`src/rtl/id_stream_pkg.sv`:
```
package id_stream_pkg;
  localparam int DATA_W = 8;
  localparam int SEL_W  = $clog2(DATA_W);

  // strobes from control to datapath
  typedef struct packed {
    logic             sendBit;   // drive the selected bit
    logic [SEL_W-1:0] bitPos;    // bit index of the byte to drive
    logic             sendNull;  // release line for the null slot
    logic             nextAddr;  // step the byte address
    logic             toBus;     // mode switch: release the line
  } strobe_t;
endpackage

```
`src/rtl/id_stream_sync.sv`:
```
module id_stream_sync (
  input  logic clk,
  input  logic rstN,
  input  logic asyncIn,
  input  logic resetVal,
  output logic syncOut
);
  logic stage1;
  always_ff @(posedge clk) begin
    if (!rstN) begin
      stage1  <= resetVal;
      syncOut <= resetVal;
    end else begin
      stage1  <= asyncIn;
      syncOut <= stage1;
    end
  end
endmodule

```
`src/rtl/id_stream_ctrl.sv`:
```
module id_stream_ctrl
  import id_stream_pkg::*;
#(
  parameter int PRE_CYCLES = 9,
  parameter int HIGH_MIN   = 2
) (
  input  logic    clk,
  input  logic    rstN,
  input  logic    streamClk,
  input  logic    busClk,
  output strobe_t strobe,
  output logic    biMode,
  output logic    writeAllow
);
  localparam int PRE_W = $clog2(PRE_CYCLES + 1);
  localparam int BIT_W = $clog2(DATA_W + 1);
  localparam int HC_W  = $clog2(HIGH_MIN + 1);

  logic vSync, sSync, vPrev;
  logic [PRE_W-1:0] preCnt;
  logic [BIT_W-1:0] bitIdx;
  logic [HC_W-1:0]  hiCnt;
  logic vRise, fallOk, aligned, tick;

  id_stream_sync u_vSync (.clk(clk), .rstN(rstN), .asyncIn(streamClk), .resetVal(1'b0), .syncOut(vSync));
  id_stream_sync u_sSync (.clk(clk), .rstN(rstN), .asyncIn(busClk),    .resetVal(1'b0), .syncOut(sSync));

  assign vRise   = vSync & ~vPrev;
  assign fallOk  = ~sSync & (hiCnt >= HC_W'(HIGH_MIN)) & ~biMode;
  assign aligned = (preCnt == PRE_W'(PRE_CYCLES));
  assign tick    = vRise & ~biMode & ~fallOk & aligned;

  always_ff @(posedge clk) begin
    if (!rstN) begin
      vPrev  <= 1'b0;
      hiCnt  <= '0;
      preCnt <= '0;
      bitIdx <= '0;
      biMode <= 1'b0;
    end else begin
      vPrev <= vSync;
      if (!sSync) hiCnt <= '0;
      else if (hiCnt < HC_W'(HIGH_MIN)) hiCnt <= hiCnt + 1'b1;
      if (fallOk) biMode <= 1'b1;
      if (vRise && !biMode && !fallOk) begin
        if (!aligned) preCnt <= preCnt + 1'b1;
        else if (bitIdx == BIT_W'(DATA_W)) bitIdx <= '0;
        else bitIdx <= bitIdx + 1'b1;
      end
    end
  end

  always_comb begin
    strobe          = '0;
    strobe.sendBit  = tick & (bitIdx < BIT_W'(DATA_W));
    strobe.bitPos   = SEL_W'(DATA_W - 1) - bitIdx[SEL_W-1:0];
    strobe.sendNull = tick & (bitIdx == BIT_W'(DATA_W));
    strobe.nextAddr = tick & (bitIdx == BIT_W'(DATA_W));
    strobe.toBus    = fallOk;
  end

  assign writeAllow = biMode & vSync;
endmodule

```
`src/rtl/id_stream_dp.sv`:
```
module id_stream_dp
  import id_stream_pkg::*;
#(
  parameter int ADDR_W = 7,
  parameter logic [ADDR_W-1:0] START_ADDR = '0
) (
  input  logic              clk,
  input  logic              rstN,
  input  strobe_t           strobe,
  input  logic [DATA_W-1:0] memRdData,
  output logic [ADDR_W-1:0] memAddr,
  output logic              sdaDriveLow
);
  always_ff @(posedge clk) begin
    if (!rstN) begin
      memAddr     <= START_ADDR;
      sdaDriveLow <= 1'b0;
    end else begin
      if (strobe.toBus || strobe.sendNull) sdaDriveLow <= 1'b0;
      else if (strobe.sendBit) sdaDriveLow <= ~memRdData[strobe.bitPos];
      if (strobe.nextAddr) memAddr <= memAddr + 1'b1;
    end
  end
endmodule

```
`src/rtl/id_stream_eeprom.sv`:
```
module id_stream_eeprom
  import id_stream_pkg::*;
#(
  parameter int ADDR_W     = 7,
  parameter int PRE_CYCLES = 9,
  parameter int HIGH_MIN   = 2,
  parameter logic [ADDR_W-1:0] START_ADDR = 7'd120
) (
  input  logic              clk,
  input  logic              rstN,
  input  logic              streamClk,
  input  logic              busClk,
  output logic [ADDR_W-1:0] memAddr,
  input  logic [DATA_W-1:0] memRdData,
  output logic              sdaDriveLow,
  output logic              biMode,
  output logic              writeAllow
);
  strobe_t strobe;

  id_stream_ctrl #(.PRE_CYCLES(PRE_CYCLES), .HIGH_MIN(HIGH_MIN)) u_ctrl (
    .clk(clk), .rstN(rstN), .streamClk(streamClk), .busClk(busClk),
    .strobe(strobe), .biMode(biMode), .writeAllow(writeAllow)
  );

  id_stream_dp #(.ADDR_W(ADDR_W), .START_ADDR(START_ADDR)) u_dp (
    .clk(clk), .rstN(rstN), .strobe(strobe), .memRdData(memRdData),
    .memAddr(memAddr), .sdaDriveLow(sdaDriveLow)
  );
endmodule

```
`config.mk`:
```
export PLATFORM = sky130hd
export DESIGN_NAME = id_stream_eeprom
export DESIGN_NICKNAME = d
export VERILOG_FILES = /design/src/rtl/id_stream_pkg.sv /design/src/rtl/id_stream_sync.sv /design/src/rtl/id_stream_ctrl.sv /design/src/rtl/id_stream_dp.sv /design/src/rtl/id_stream_eeprom.sv
export SDC_FILE = /design/constraint.sdc
export NUM_CORES = 1
export LEC_CHECK = 0
export ABC_AREA = 1
export BUFFER_PORTS_ARGS = -buffer_cell sky130_fd_sc_hd__buf_2
export CAP_MARGIN = 15
export CORE_ASPECT_RATIO = 0.5
export CORE_MARGIN = 4
export CORE_UTILIZATION = 35
export CTS_CLUSTER_DIAMETER = 50
export DETAILED_ROUTE_END_ITERATION = 10
export PLACE_DENSITY = 0.51
export SYNTH_ARGS = -nofsm -noshare
export SYNTH_HDL_FRONTEND = slang
export SYNTH_SLANG_ARGS = --single-unit
```
`constraint.sdc`:
```
create_clock -name clk -period 1.7 [get_ports clk]
set_input_delay 0.255 -clock clk [delete_from_list [all_inputs] [get_ports clk]]
set_output_delay 0.255 -clock clk [all_outputs]
set_load 0.05 [all_outputs]
```
* Word level (Yosys, flattened, before mapping)
Cells that the tools add are included.
** Storage, ports and cells
- Flip-flop bits (word level) :: 24
- Logic and storage cells :: 50
** Cells by class
- Add/sub/neg operators :: 5
- Order comparisons :: 4
- Equality and inequality tests :: 2
- Muxes and demuxes :: 3
- Bitwise operators :: 16
- Reduce and logical (&&, ||, !) cells :: 9
** Operator list (count)
- 1-bit AND :: 9
- 4-bit by 1-bit adder with 4-bit output, second input constant :: 2
- 4-bit equality test, second input constant :: 2
- 7-bit by 1-bit adder with 7-bit output, second input constant :: 1
- 1-bit NOT :: 7
- 2-bit AND reduction :: 3
- 3-bit by 4-bit < comparator with 1-bit output, second input constant :: 1
- 4-bit < comparator, second input constant :: 1
- 4-bit 2-to-1 mux :: 1
- 1-bit binary-select mux with 3-bit select :: 1
- 3-bit subtractor, first input constant :: 1
- 2-bit by 1-bit adder with 2-bit output, second input constant :: 1
- 2-bit greater-or-equal comparator, second input constant :: 1
- 1-bit logical AND :: 2
- 1-bit zero test :: 2
- 2-bit < comparator, second input constant :: 1
- 2-bit OR reduction :: 1
- 1-bit logical OR :: 1
- 1-bit 2-to-1 mux :: 1

* Depth between registers and ports, before layout
Gate-level depths: netlist of run 1.
- Depth in word-level cells :: 9
- Depth in mapped cells :: 10
- Depth with buffers taken out :: 10

* By module
Synthesis of run 1 repeated with hierarchy kept, for this count alone.
** Second synthesis, totals
- Cell total of the unflattened synthesis :: 180
- Area total of the unflattened synthesis :: 1285.0 sq um
** By module, submodules not included
- id_stream_ctrl :: times used 1, cells each 107, area each 742.0 sq um, sequential area each 240.2 sq um
- id_stream_dp :: times used 1, cells each 57, area each 412.9 sq um, sequential area each 160.2 sq um
- id_stream_sync :: times used 2, cells each 8, area each 65.1 sq um, sequential area each 40.0 sq um

* Worst setup path before layout of run 1
OpenSTA, ideal clock, no wires.
- Kind :: reg-to-reg
- Start point :: reg u_dp.memAddr[0]
- End point :: reg u_dp.memAddr[6]
- Arrival time :: 1.392 ns
- Setup slack :: 0.175 ns
- Cell stages (with the launch flop) :: 7
- Buffers on the path :: 0
- Cell sequence :: dfxtp_1 > ha_1 > nand3_1 > nor2_1 > xor2_1 > nand2_1 > nand3_1
** Between the ends
- Cells in the longest elaborated chain, start to end :: 1
** RTL lines
- start, declared :: RTL line id_stream_dp.sv:11 : output logic [ADDR_W-1:0] memAddr,
- start signal, assigned :: RTL line id_stream_dp.sv:21 : if (strobe.nextAddr) memAddr <= memAddr + 1'b1;
- 7-bit by 1-bit adder with 7-bit output :: RTL line id_stream_dp.sv:21
Every way passes these cells.
A chain may end at the register's enable or synchronous reset.

* Final worst setup path of run 1
- Start point :: reg u_ctrl.hiCnt[0]
- End point :: reg u_ctrl.preCnt[3]
** Between the ends
- Cells in the longest elaborated chain, start to end :: 6
** RTL lines
- start, declared :: RTL line id_stream_ctrl.sv:22 : logic [HC_W-1:0] hiCnt;
- start signal, assigned :: RTL line id_stream_ctrl.sv:43 : else if (hiCnt < HC_W'(HIGH_MIN)) hiCnt <= hiCnt + 1'b1;
- 2-bit greater-or-equal comparator :: RTL line id_stream_ctrl.sv:29 : assign fallOk = ~sSync & (hiCnt >= HC_W'(HIGH_MIN)) & ~biMode;
- 1-bit AND (2 in a row) :: RTL line id_stream_ctrl.sv:29
- 1-bit zero test :: RTL line id_stream_ctrl.sv:45 : if (vRise && !biMode && !fallOk) begin
- 1-bit logical AND :: RTL line id_stream_ctrl.sv:45
- 2-bit AND reduction (no source line)
- end signal, assigned :: RTL line id_stream_ctrl.sv:46 : if (!aligned) preCnt <= preCnt + 1'b1;
- end, declared :: RTL line id_stream_ctrl.sv:20 : logic [PRE_W-1:0] preCnt;
Every way passes these cells.

==> impl_results.rst, run 1 <==
.. list-table::
   :header-rows: 1

   * - Metric
     - Value
   * - Number of antenna violations at the first check in global routing
     - 0
   * - Yosys warning count
     - 0
   * - Leakage Power
     - 0.726 nW
   * - Post-synthesis instance area
     - ~0.0012 mm2
   * - # H-tree levels
     - 1
   * - Post-synth top area share
     - 39.4%
   * - Row cnt
     - 14
   * - Count of endpoints failing setup in the final report
     - 0
   * - Weighted congestion at the end of routability-driven global placement
     - a little over 0.7
   * - Via count
     - 1041
   * - CTS root buffer
     - clkbuf_8
   * - PnR worst setup slack
     - about 260 ps
   * - # hold bufs at CTS
     - 0
   * - Synth unique cells
     - 22
   * - Final min period
     - 1440 ps
   * - Upper clock frequency limit
     - roughly 700 MHz
   * - Hold Path End
     - u_ctrl.u_vSync.stage1
   * - Drt first-iter violations
     - 26
   * - Height of the die
     - roughly 50 um
   * - Post-route clock period utilization
     - 84.5%
   * - Filler Cells Inserted
     - 349
   * - Worst path slowest cell
     - dfxtp_1
   * - Fraction of layout cells with a size suffix above 1
     - a little over a fifth
   * - Setup repair after global routing missed its margin
     - no
   * - Worst-case clock buffer depth
     - 2
   * - Net count of the mapped netlist
     - roughly 190
   * - Worst Setup SP
     - u_ctrl.hiCnt[0]
   * - Count of final max-slew check failures
     - 0
   * - Pin count of the biggest net entering global routing
     - 21
   * - Reg2reg start
     - u_ctrl.hiCnt[0]
   * - Buffers inserted by post-CTS timing repair
     - 0
   * - Areal power density over the cells
     - between 700 and 800 mW/mm2
   * - Min-delay worst type
     - in -> reg
   * - Number of gates resized after CTS
     - 0
   * - Depth of the worst register-to-register path
     - 10
   * - Routed via count divided by cell count
     - between 4 and 5
   * - Number of synthesized register bits
     - 24
   * - Core Region
     - ~0.0032 mm2
   * - Sequential element share of the synthesized area
     - roughly two fifths
   * - Global route overflow
     - 0
   * - Type of element capturing the critical path
     - register
   * - TritonCTS Buffers
     - 3
   * - VDD IR-drop max
     - 0.306 mV
   * - Final Routed Wirelength
     - ~2400 um
   * - Top cell type by total area after synthesis
     - dfxtp_1
   * - Data required time of the worst path
     - 1860 ps
   * - Syn Area/Cell
     - slightly above 7 um2
   * - Die footprint
     - 0.00455 mm2
   * - Detailed placer's ending HPWL
     - approximately 1700 um
   * - Critical path start-end classification
     - reg -> reg
   * - Summed negative setup slack over all endpoints
     - 0 ps
   * - Run status
     - finished clean
   * - Arr. time, crit path
     - 1600 ps
   * - PortBufs
     - 21
   * - Detailed-route wire length per cell
     - between 9 and 10 um
   * - Setup Slack @ Placement
     - about 270 ps
   * - Number of design rule violations left after detail routing
     - 0
   * - Sequential cell area in the final layout
     - between 400 and 500 um2
   * - Starting utilization of the core area
     - slightly below 40%
   * - Worst hold path stage count
     - 3
   * - Clock slew at the register clock pins of the worst setup and hold paths
     - roughly 80 ps
   * - Ordered list of cells on the worst path
     - inv_1, ha_1, nor2_1, nor2_1, nor2_2, nand2_2, nor2_1, nand2_1, nand2_1, nor2_1
   * - Net count of the finished layout
     - 210
   * - Crit start category
     - register
   * - Via count of the first global-routing pass
     - 937
   * - Tightest Pin Transition
     - between 300 and 400 ps
   * - Initial DRT Pass Iterations
     - 4
   * - Number of primary I/O pins
     - 22
   * - Critical path peak fanout
     - 6
   * - Slowest cell delay on critical path
     - 330 ps
   * - Final Hold Vio Count
     - 0
   * - Post-Syn Instances
     - 169
   * - R2r endpoint
     - u_ctrl.preCnt[3]
   * - Multi-input gate area in the final layout
     - roughly 640 um2
   * - Final clock skew
     - roughly 1.6 ps
   * - Most frequent cells in the layout
     - nand2_1 (51), dfxtp_1 (24), buf_2 (21)
   * - Area growth syn-to-layout
     - 17.4%
   * - Width of the die
     - 91.5 um
   * - Worst reg2reg setup slack
     - between 200 and 300 ps
   * - Number of max-cap violations
     - 0
   * - Clk Latency, worst-skew pair
     - between 200 and 300 ps
   * - Number of antenna diodes
     - 0
   * - Wire length of the first global-routing pass
     - roughly 4300 um
   * - Top post-synthesis cells by area
     - dfxtp_1 (39%), nand2_1 (16%), nand3_1 (6.6%), inv_1 (5.5%), ha_1 (5.1%)
   * - Clock tree from TritonCTS
     - yes
   * - Most frequent cell on the critical path
     - nor2_1
   * - Number of sinks handled by clock tree synthesis
     - 24
   * - Worst-case headroom to the max-slew limit
     - 75.3%
   * - Most common cell after layout, fill and taps aside
     - nand2_1
   * - Antenna Violating Nets Remaining
     - 0
   * - All-layer global routing usage
     - a little under an eighth
   * - Worst Hold Launch
     - streamClk
==> how the worst max path moves through the flow <==
stage                       end  slack, ps
4_1_cts         u_dp.memAddr[4]        250
5_1_grt        u_ctrl.preCnt[3]         80
2_1_floorplan   u_dp.memAddr[6]        170
6_report       u_ctrl.preCnt[3]        260
3_5_place_dp    u_dp.memAddr[0]        270
3_3_place_gp    u_dp.memAddr[0]        300
==> Yosys cell counts <==
library cell and instances:
nor3_4 1, xnor2_1 2, nand3_4 1, nand4_1 1
o21ai_2 1, nor2_1 16, inv_2 5, nand3_2 2
nand2_2 3, inv_1 18, dfxtp_1 24, o21ai_1 4
a21oi_1 9, nor2_2 1, buf_2 1, nor2_8 1
a21oi_2 1, nand2_1 51, nand3_1 16, ha_1 5
clkbuf_1 1, xor2_1 5
==> area by class of cell <==
class | instances | area share (%)
Clock buffer | 4 | 3.85
Inverter | 23 | 6.04
Multi-Input combinational cell | 120 | 45.0
Sequential cell | 24 | 33.6
Tap cell | 48 | 4.20
Timing Repair Buffer | 21 | 7.35
==> layer usage <==
metal	up-vias	track usage (%)	routed length (um)
met1	438	15.9	1280
met3	2	4.10	132
met5	-	0	0
li1	573	-	-
met4	0	1.50	6
met2	28	16.9	944
==> flip-flops by register name (all words and copies together) (netlist names) <==
| name | flops |
|---|---|
| u_dp.memAddr | 7 |
| u_ctrl.bitIdx | 4 |
| u_ctrl.preCnt | 4 |
| u_ctrl.hiCnt | 2 |
| u_ctrl.biMode | 1 |
| u_ctrl.u_sSync.stage1 | 1 |
| u_ctrl.u_sSync.syncOut | 1 |
| u_ctrl.u_vSync.stage1 | 1 |
| u_ctrl.u_vSync.syncOut | 1 |
| u_ctrl.vPrev | 1 |
| u_dp.sdaDriveLow | 1 |
==> stage by stage <==
step / instances / util [%] / area [um2] / hold WS (ps) / power (mW)
2_1_floorplan: 169 / - / 1220 / 353 / 0.622
3_3_place_gp: 236 / 43.4 / 1380 / 394 / 0.641
3_5_place_dp: 236 / 43.4 / 1380 / 396 / 0.642
4_1_cts: 240 / 45.1 / 1430 / 160 / 1.03
5_1_grt: 240 / 45.1 / 1430 / 161 / 1.07
6_report: 240 / 45.1 / 1430 / 170 / 1.01
==> power breakdown <==
part | leakage, nW | internal (mW) | switching (mW)
logic | 0.502 | 0.0215 | 0.0310
registers | 0.195 | 0.570 | 0.00503
clock network | 0.0288 | 0.206 | 0.172
==> worst max-delay path, delay by kind of cell, from the launching register on <==
family / cells / cell delay, ps
AND/OR/NAND/NOR: 8 / 750
buffers and inverters: 1 / 50
adder cells (fa/ha/maj): 1 / 210
flip-flops: 1 / 330
==> logic make-up (layout without fill, tap and decap cells) <==
kind of cell | Yosys count | after routing | share of synthesized area [%]
AOI/OAI and AO/OA | 15 | 15 | 6.78
xor gates and xnor gates | 7 | 7 | 5.03
adders and majority gates | 5 | 5 | 5.13
buffers and inverters | 25 | 48 | 7.80
DFF | 24 | 24 | 39.4
and+or+nand+nor | 93 | 93 | 35.8
(Power assumes the default switching activity.)
==> inputs of run 2 (changes only) <==
Settings changed: PLACE_DENSITY 0.51 to 0.53.
Clock period 1.7 ns to 1.2 ns, I/O delays scaled along.
==> impl_results.rst, run 2 (synthesis results as in run 1) <==
.. list-table::
   :header-rows: 1

   * - Metric
     - Value
   * - Run status
     - complete, but fails checks
   * - Failing checks
     - setup timing
   * - Leakage Power
     - approximately 0.85 nW
   * - Number of antenna violations at the first check in global routing
     - 0
   * - Final Instance Count excl. Fillers
     - around 260
   * - PortBufs
     - 21
   * - Clock tree from TritonCTS
     - yes
   * - Final Hold Vio Count
     - 0
   * - Worst path slowest cell
     - dfxtp_2
   * - Detailed-route wire length per cell
     - around 10 um
   * - Slowest cell delay on critical path
     - about 340 ps
   * - Post-route clock period utilization
     - 112%
   * - Wire length of the first global-routing pass
     - ~4300 um
   * - Initial DRT Pass Iterations
     - 4
   * - Number of primary I/O pins
     - 22
   * - Post-Route Utilization
     - 54.3%
   * - # hold bufs at CTS
     - 0
   * - Most common cell after layout, fill and taps aside
     - nand2_1
   * - Upper clock frequency limit
     - about 750 MHz
   * - Net Sw Frac
     - 20.0%
   * - TritonCTS Buffers
     - 3
   * - Data required time of the worst path
     - 1370 ps
   * - Core Region
     - around 0.0032 mm2
   * - Fraction of layout cells with a size suffix above 1
     - between 30% and 40%
   * - Largest registers ranked by flip-flop count
     - u_dp.memAddr x7, u_ctrl.bitIdx x4, u_ctrl.preCnt x4
   * - Number of sinks handled by clock tree synthesis
     - 24
   * - Via count
     - 1131
   * - Clock Power Share
     - a little over two fifths
   * - Final min period
     - ~1300 ps
   * - Sw power
     - around 0.32 mW
   * - Final clock skew
     - around 7.2 ps
   * - Weighted congestion at the end of routability-driven global placement
     - around 0.75
   * - Pin count of the biggest net entering global routing
     - 18
   * - Delay-heaviest family, CP
     - simple AND/OR/NAND/NOR gates
   * - Number of max-cap violations
     - 0
   * - VDD IR-drop max
     - 0.502 mV
   * - Antenna Violating Nets Remaining
     - 0
   * - Area growth syn-to-layout
     - 41.3%
   * - Critical path peak fanout
     - 6
   * - Post-Place Cells
     - approximately 250
   * - Die footprint
     - approximately 0.0045 mm2
   * - Internal power consumption
     - approximately 1.3 mW
   * - Setup Slack @ Placement
     - -194 ps
   * - Buf/Inv on CP
     - 1
   * - Detailed placer's ending HPWL
     - between 1500 and 2000 um
   * - Height of the die
     - ~50 um
   * - Arr. time, crit path
     - 1510 ps
   * - Starting utilization of the core area
     - 38.4%
   * - Clk Latency, worst-skew pair
     - around 270 ps
   * - Count of final max-slew check failures
     - 0
   * - Worst-case clock buffer depth
     - 2
   * - PnR worst setup slack
     - -139 ps
   * - Most frequent cell on the critical path
     - nor2_1
   * - Final Routed Wirelength
     - around 2600 um
   * - # H-tree levels
     - 1
   * - Setup repair after global routing missed its margin
     - yes
   * - Worst Hold Slack
     - around 80 ps
   * - Row cnt
     - 14
   * - Crit start category
     - register
   * - Ordered list of cells on the worst path
     - inv_2, ha_4, nor2_1, nor2_1, nor2_4, nand2_4, nor2_2, nand2_1, nand2_1, nor2_1
   * - Number of design rule violations left after detail routing
     - 0
   * - Global route overflow
     - 0
   * - Clock slew at the register clock pins of the worst setup and hold paths
     - ~90 ps
   * - Areal power density over the cells
     - approximately 940 mW/mm2
   * - Tightest Pin Transition
     - between 300 and 400 ps
   * - Routed via count divided by cell count
     - around 4.3
   * - Min-delay worst type
     - in -> reg
   * - Number of flip-flops in the largest register
     - 7
   * - Width of the die
     - around 90 um
   * - Net count of the finished layout
     - approximately 230
   * - Register share of total power
     - 49.9%
   * - Type of element capturing the critical path
     - register
   * - Most frequent cells in the layout
     - nand2_1 (49), buf_4 (22), buf_2 (20)
   * - Worst-case headroom to the max-slew limit
     - ~80%
   * - Register ranked first by flip-flop count
     - u_dp.memAddr
   * - Count of endpoints failing setup in the final report
     - 16
   * - Drt first-iter violations
     - 18
   * - Via count of the first global-routing pass
     - 983
   * - Combinational group share of total power
     - between 6 and 7%
   * - CTS root buffer
     - clkbuf_8
   * - Number of antenna diodes
     - 0
   * - Critical path start-end classification
     - reg -> reg
   * - All-layer global routing usage
     - between 10% and 20%
run 2: timing repair:
action | 4_1_cts | 5_1_grt
endpoints found under the setup margin | 16 | 17
setup buffers | 4 | 3
gates resized for setup | 5 | 12
pin swaps | 12 | 5
run 2: worst paths after layout:
check	startpoint	to	slack [ps]	depth (start not counted)
min reg2reg	u_ctrl.u_sSync.stage1	u_ctrl.u_sSync.syncOut	420	2
max reg2reg	u_ctrl.hiCnt[0]	u_ctrl.preCnt[3]	-140	10
max	u_ctrl.hiCnt[0]	u_ctrl.preCnt[3]	-140	10
min	busClk	u_ctrl.u_sSync.stage1	80	3
run 2: stage by stage:
stage | TNS [ps] | area, um2 | total power, mW
final | -1620 | 1720 | 1.62
after CTS | -1780 | 1640 | 1.64
after global routing | -3250 | 1720 | 1.69
after detailed placement | -2110 | 1530 | 0.917
after floorplan | -300 | 1260 | 0.877
after global placement | -1630 | 1530 | 0.916
run 2: tightest hold or removal path: stages:
cell and delay, ps:
buf_2 70, nand2_1 40, inv_1 40
run 2: metal layers:
layer  vias to the layer above  wire length, um  GRT usage, %
met5                         -                0             0
met4                         0               23          3.00
met3                         4              152          4.10
met2                        25             1150          18.4
met1                       485             1290          14.9
li1                        617                -             -
run 2: power by group through the flow:
stage / combinational, mW / clock [mW] / sequential (mW)
2_1_floorplan: 0.0494 / 0 / 0.828
3_3_place_gp: 0.0892 / 0 / 0.827
3_5_place_dp: 0.0903 / 0 / 0.827
4_1_cts: 0.0945 / 0.735 / 0.808
5_1_grt: 0.121 / 0.763 / 0.811
6_report: 0.106 / 0.706 / 0.809
run 2: final cells by class:
type	instances	area, um2
Tap cell	48	60.1
Timing Repair Buffer	43	277
Sequential cell	24	500
Clock inverter	1	30.0
Clock buffer	3	41.3
Fill cell	313	1450
Multi-Input combinational cell	120	724
Inverter	23	88.8
==> inputs of run 3 (changes only) <==
--- a/config.mk
+++ b/config.mk
@@ -9,10 +9,10 @@
 export BUFFER_PORTS_ARGS = -buffer_cell sky130_fd_sc_hd__buf_2
 export CAP_MARGIN = 15
-export CORE_ASPECT_RATIO = 0.5
 export CORE_MARGIN = 4
-export CORE_UTILIZATION = 35
+export CORE_UTILIZATION = 48
 export CTS_CLUSTER_DIAMETER = 50
+export CTS_CLUSTER_SIZE = 20
 export DETAILED_ROUTE_END_ITERATION = 10
-export PLACE_DENSITY = 0.53
+export PLACE_DENSITY = 0.7
 export SYNTH_ARGS = -nofsm -noshare
 export SYNTH_HDL_FRONTEND = slang
==> constraint.sdc (replaced) <==
create_clock -name clk -period 1.2 [get_ports clk]
set_input_delay 0 -clock clk [delete_from_list [all_inputs] [get_ports clk]]
set_output_delay 0 -clock clk [all_outputs]
set_load 0.05 [all_outputs]
==> impl_results.rst, run 3 (synthesis results as in run 1) <==
.. list-table::
   :header-rows: 1

   * - Metric
     - Value
   * - Run status
     - complete, but fails checks
   * - Failing checks
     - setup timing
   * - Width of the die
     - 58.4 um
   * - Combinational group share of total power
     - 8.0%
   * - Final clock skew
     - a little under 2 ps
   * - Arr. time, crit path
     - 1600 ps
   * - Detailed-route wire length per cell
     - 12.0 um
   * - Depth of the worst register-to-register path
     - 9
   * - Clock Power Share
     - a little over a third
   * - Via count of the first global-routing pass
     - roughly 1100
   * - Pin count of the biggest net entering global routing
     - 21
   * - Leakage Power
     - between 0.8 and 0.9 nW
   * - Clk Latency, worst-skew pair
     - 330 ps
   * - Number of design rule violations left after detail routing
     - 0
   * - Largest registers ranked by flip-flop count
     - u_dp.memAddr x7, u_ctrl.bitIdx x4, u_ctrl.preCnt x4
   * - Number of max-cap violations
     - 0
   * - Critical path start-end classification
     - reg -> reg
   * - Most frequent cells in the layout
     - nand2_1 (49), buf_2 (20), inv_1 (16)
   * - Most common cell after layout, fill and taps aside
     - nand2_1
   * - Tightest Pin Transition
     - 395 ps
   * - Total cell area at the placement stage
     - 0.00148 mm2
   * - Internal power consumption
     - between 1 and 1.5 mW
   * - Row cnt
     - 17
   * - Wire length of the first global-routing pass
     - roughly 4900 um
   * - Sw power
     - 0.323 mW
   * - PortBufs
     - 21
   * - Clock tree from TritonCTS
     - yes
   * - Worst-case headroom to the max-slew limit
     - between 70% and 80%
   * - Clock slew at the register clock pins of the worst setup and hold paths
     - between 100 and 150 ps
   * - CTS root buffer
     - clkbuf_4
   * - Capturing instance or port of the critical path
     - u_dp.memAddr[1]
   * - Count of final max-slew check failures
     - 0
   * - Die footprint
     - about 0.0034 mm2
   * - Routed via count divided by cell count
     - a little under 5
   * - Weighted congestion at the end of routability-driven global placement
     - just under 0.8
   * - Final Routed Wirelength
     - around 2900 um
   * - Reg2reg start
     - u_ctrl.hiCnt[0]
   * - Antenna Violating Nets Remaining
     - 0
   * - # H-tree levels
     - 1
   * - Final min period
     - approximately 1400 ps
   * - Net count of the finished layout
     - ~230
   * - Areal power density over the cells
     - slightly below 900 mW/mm2
   * - Height of the die
     - 58.4 um
   * - Drt first-iter violations
     - 44
   * - Detailed placer's ending HPWL
     - ~2000 um
   * - Global route overflow
     - 0
   * - Core Region
     - between 0.002 and 0.0025 mm2
   * - VDD IR-drop max
     - between 0.7 and 0.8 mV
   * - Overall power of the completed layout
     - 1.44 mW
   * - Min-delay worst type
     - in -> reg
   * - R2r endpoint
     - u_dp.memAddr[1]
   * - Post-route clock period utilization
     - 113%
   * - Number of antenna diodes
     - 0
   * - PnR worst setup slack
     - -158 ps
   * - Number of flip-flops in the largest register
     - 7
   * - Count of endpoints failing setup in the final report
     - 16
   * - Setup Slack @ Placement
     - -236 ps
   * - Data required time of the worst path
     - 1440 ps
   * - Final Instance Count excl. Fillers
     - 238
   * - Final design area excluding fillers
     - roughly 0.0017 mm2
   * - Setup repair after global routing missed its margin
     - yes
   * - Net Sw Frac
     - a little under a quarter
   * - Register ranked first by flip-flop count
     - u_dp.memAddr
   * - TritonCTS Buffers
     - 3
   * - Post-Route Utilization
     - 71.2%
   * - Worst-case clock buffer depth
     - 2
   * - Worst Setup SP
     - u_ctrl.hiCnt[0]
   * - Critical path peak fanout
     - 8
   * - Type of element capturing the critical path
     - register
   * - Number of antenna violations at the first check in global routing
     - 0
   * - Worst reg2reg setup slack
     - -160 ps
   * - Fraction of layout cells with a size suffix above 1
     - roughly two fifths
   * - Initial DRT Pass Iterations
     - 4
   * - Worst Hold Slack
     - between 40 and 50 ps
   * - Filler Cells Inserted
     - 197
   * - Via count
     - 1173
   * - All-layer global routing usage
     - 18.5%
   * - Crit start category
     - register
   * - Upper clock frequency limit
     - approximately 740 MHz
   * - Summed negative setup slack over all endpoints
     - -1860 ps
   * - Number of sinks handled by clock tree synthesis
     - 24
   * - Final Hold Vio Count
     - 0
   * - Register share of total power
     - between 50 and 60%
   * - Starting utilization of the core area
     - a little over half
   * - Area growth syn-to-layout
     - 35.5%
   * - Number of primary I/O pins
     - 22
   * - Post-Place Cells
     - approximately 230
## run 3: changes by cell type in the layout (fill, tap and decap cells not counted), moves of 2 or more
cell,previous run,this run
buf_4,22,14
clkbuf_4,0,4
clkbuf_8,3,0
o21ai_2,1,4
dlygate4sd3_1,0,2
nor2_2,1,3
o21ai_1,3,1
## run 3: area by class of cell
cell class                      instances  area (um2)  share of cell area, %
Tap cell                               28        35.0                   2.12
Inverter                               23        91.3                   5.53
Sequential cell                        24         500                   30.3
Clock buffer                            4        47.5                   2.88
Timing Repair Buffer                   39         255                   15.5
Multi-Input combinational cell        120         722                   43.7
## run 3: what timing repair did
action                                 CTS  global route
hold buffers                             2             0
pin swaps                                9             4
gates resized for setup                  9            10
buffers inserted                         1             3
gates cloned                             0             0
endpoints found under the hold margin    2             0
setup endpoints to repair               16            17
## run 3: power groups by stage
stage                     registers [mW]  clock network [mW]  logic (mW)
final                              0.810               0.512       0.115
after CTS                          0.809               0.525      0.0975
after floorplan                    0.828                   0      0.0494
after detailed placement           0.827                   0      0.0866
after global placement             0.826                   0      0.0828
after global routing               0.812               0.560       0.131
## run 3: worst min path at each step
stage                       from               endpoint  cells past startpoint
after floorplan           busClk  u_ctrl.u_sSync.stage1                      2
after global routing        rstN        u_dp.memAddr[3]                      2
after global placement    busClk  u_ctrl.u_sSync.stage1                      3
after detailed placement  busClk  u_ctrl.u_sSync.stage1                      3
after CTS                   rstN        u_dp.memAddr[6]                      2
final                       rstN        u_dp.memAddr[3]                      2
## run 3: routing by layer
layer | global-route usage (%) | wire length, um | vias up
li1 | - | - | 611
met1 | 21.8 | 1180 | 522
met2 | 32.9 | 1480 | 31
met3 | 2.85 | 137 | 9
met4 | 8.28 | 70 | 0
met5 | 0 | 0 | -
## run 3: critical path, cell delays in order, from the launching register on
cell	delay [ps]
dfxtp_2	360
inv_2	50
ha_4	150
nor2_2	70
nor2_1	50
nor2_2	130
buf_6	130
nand3_4	120
o21ai_2	160
nor2_1	40
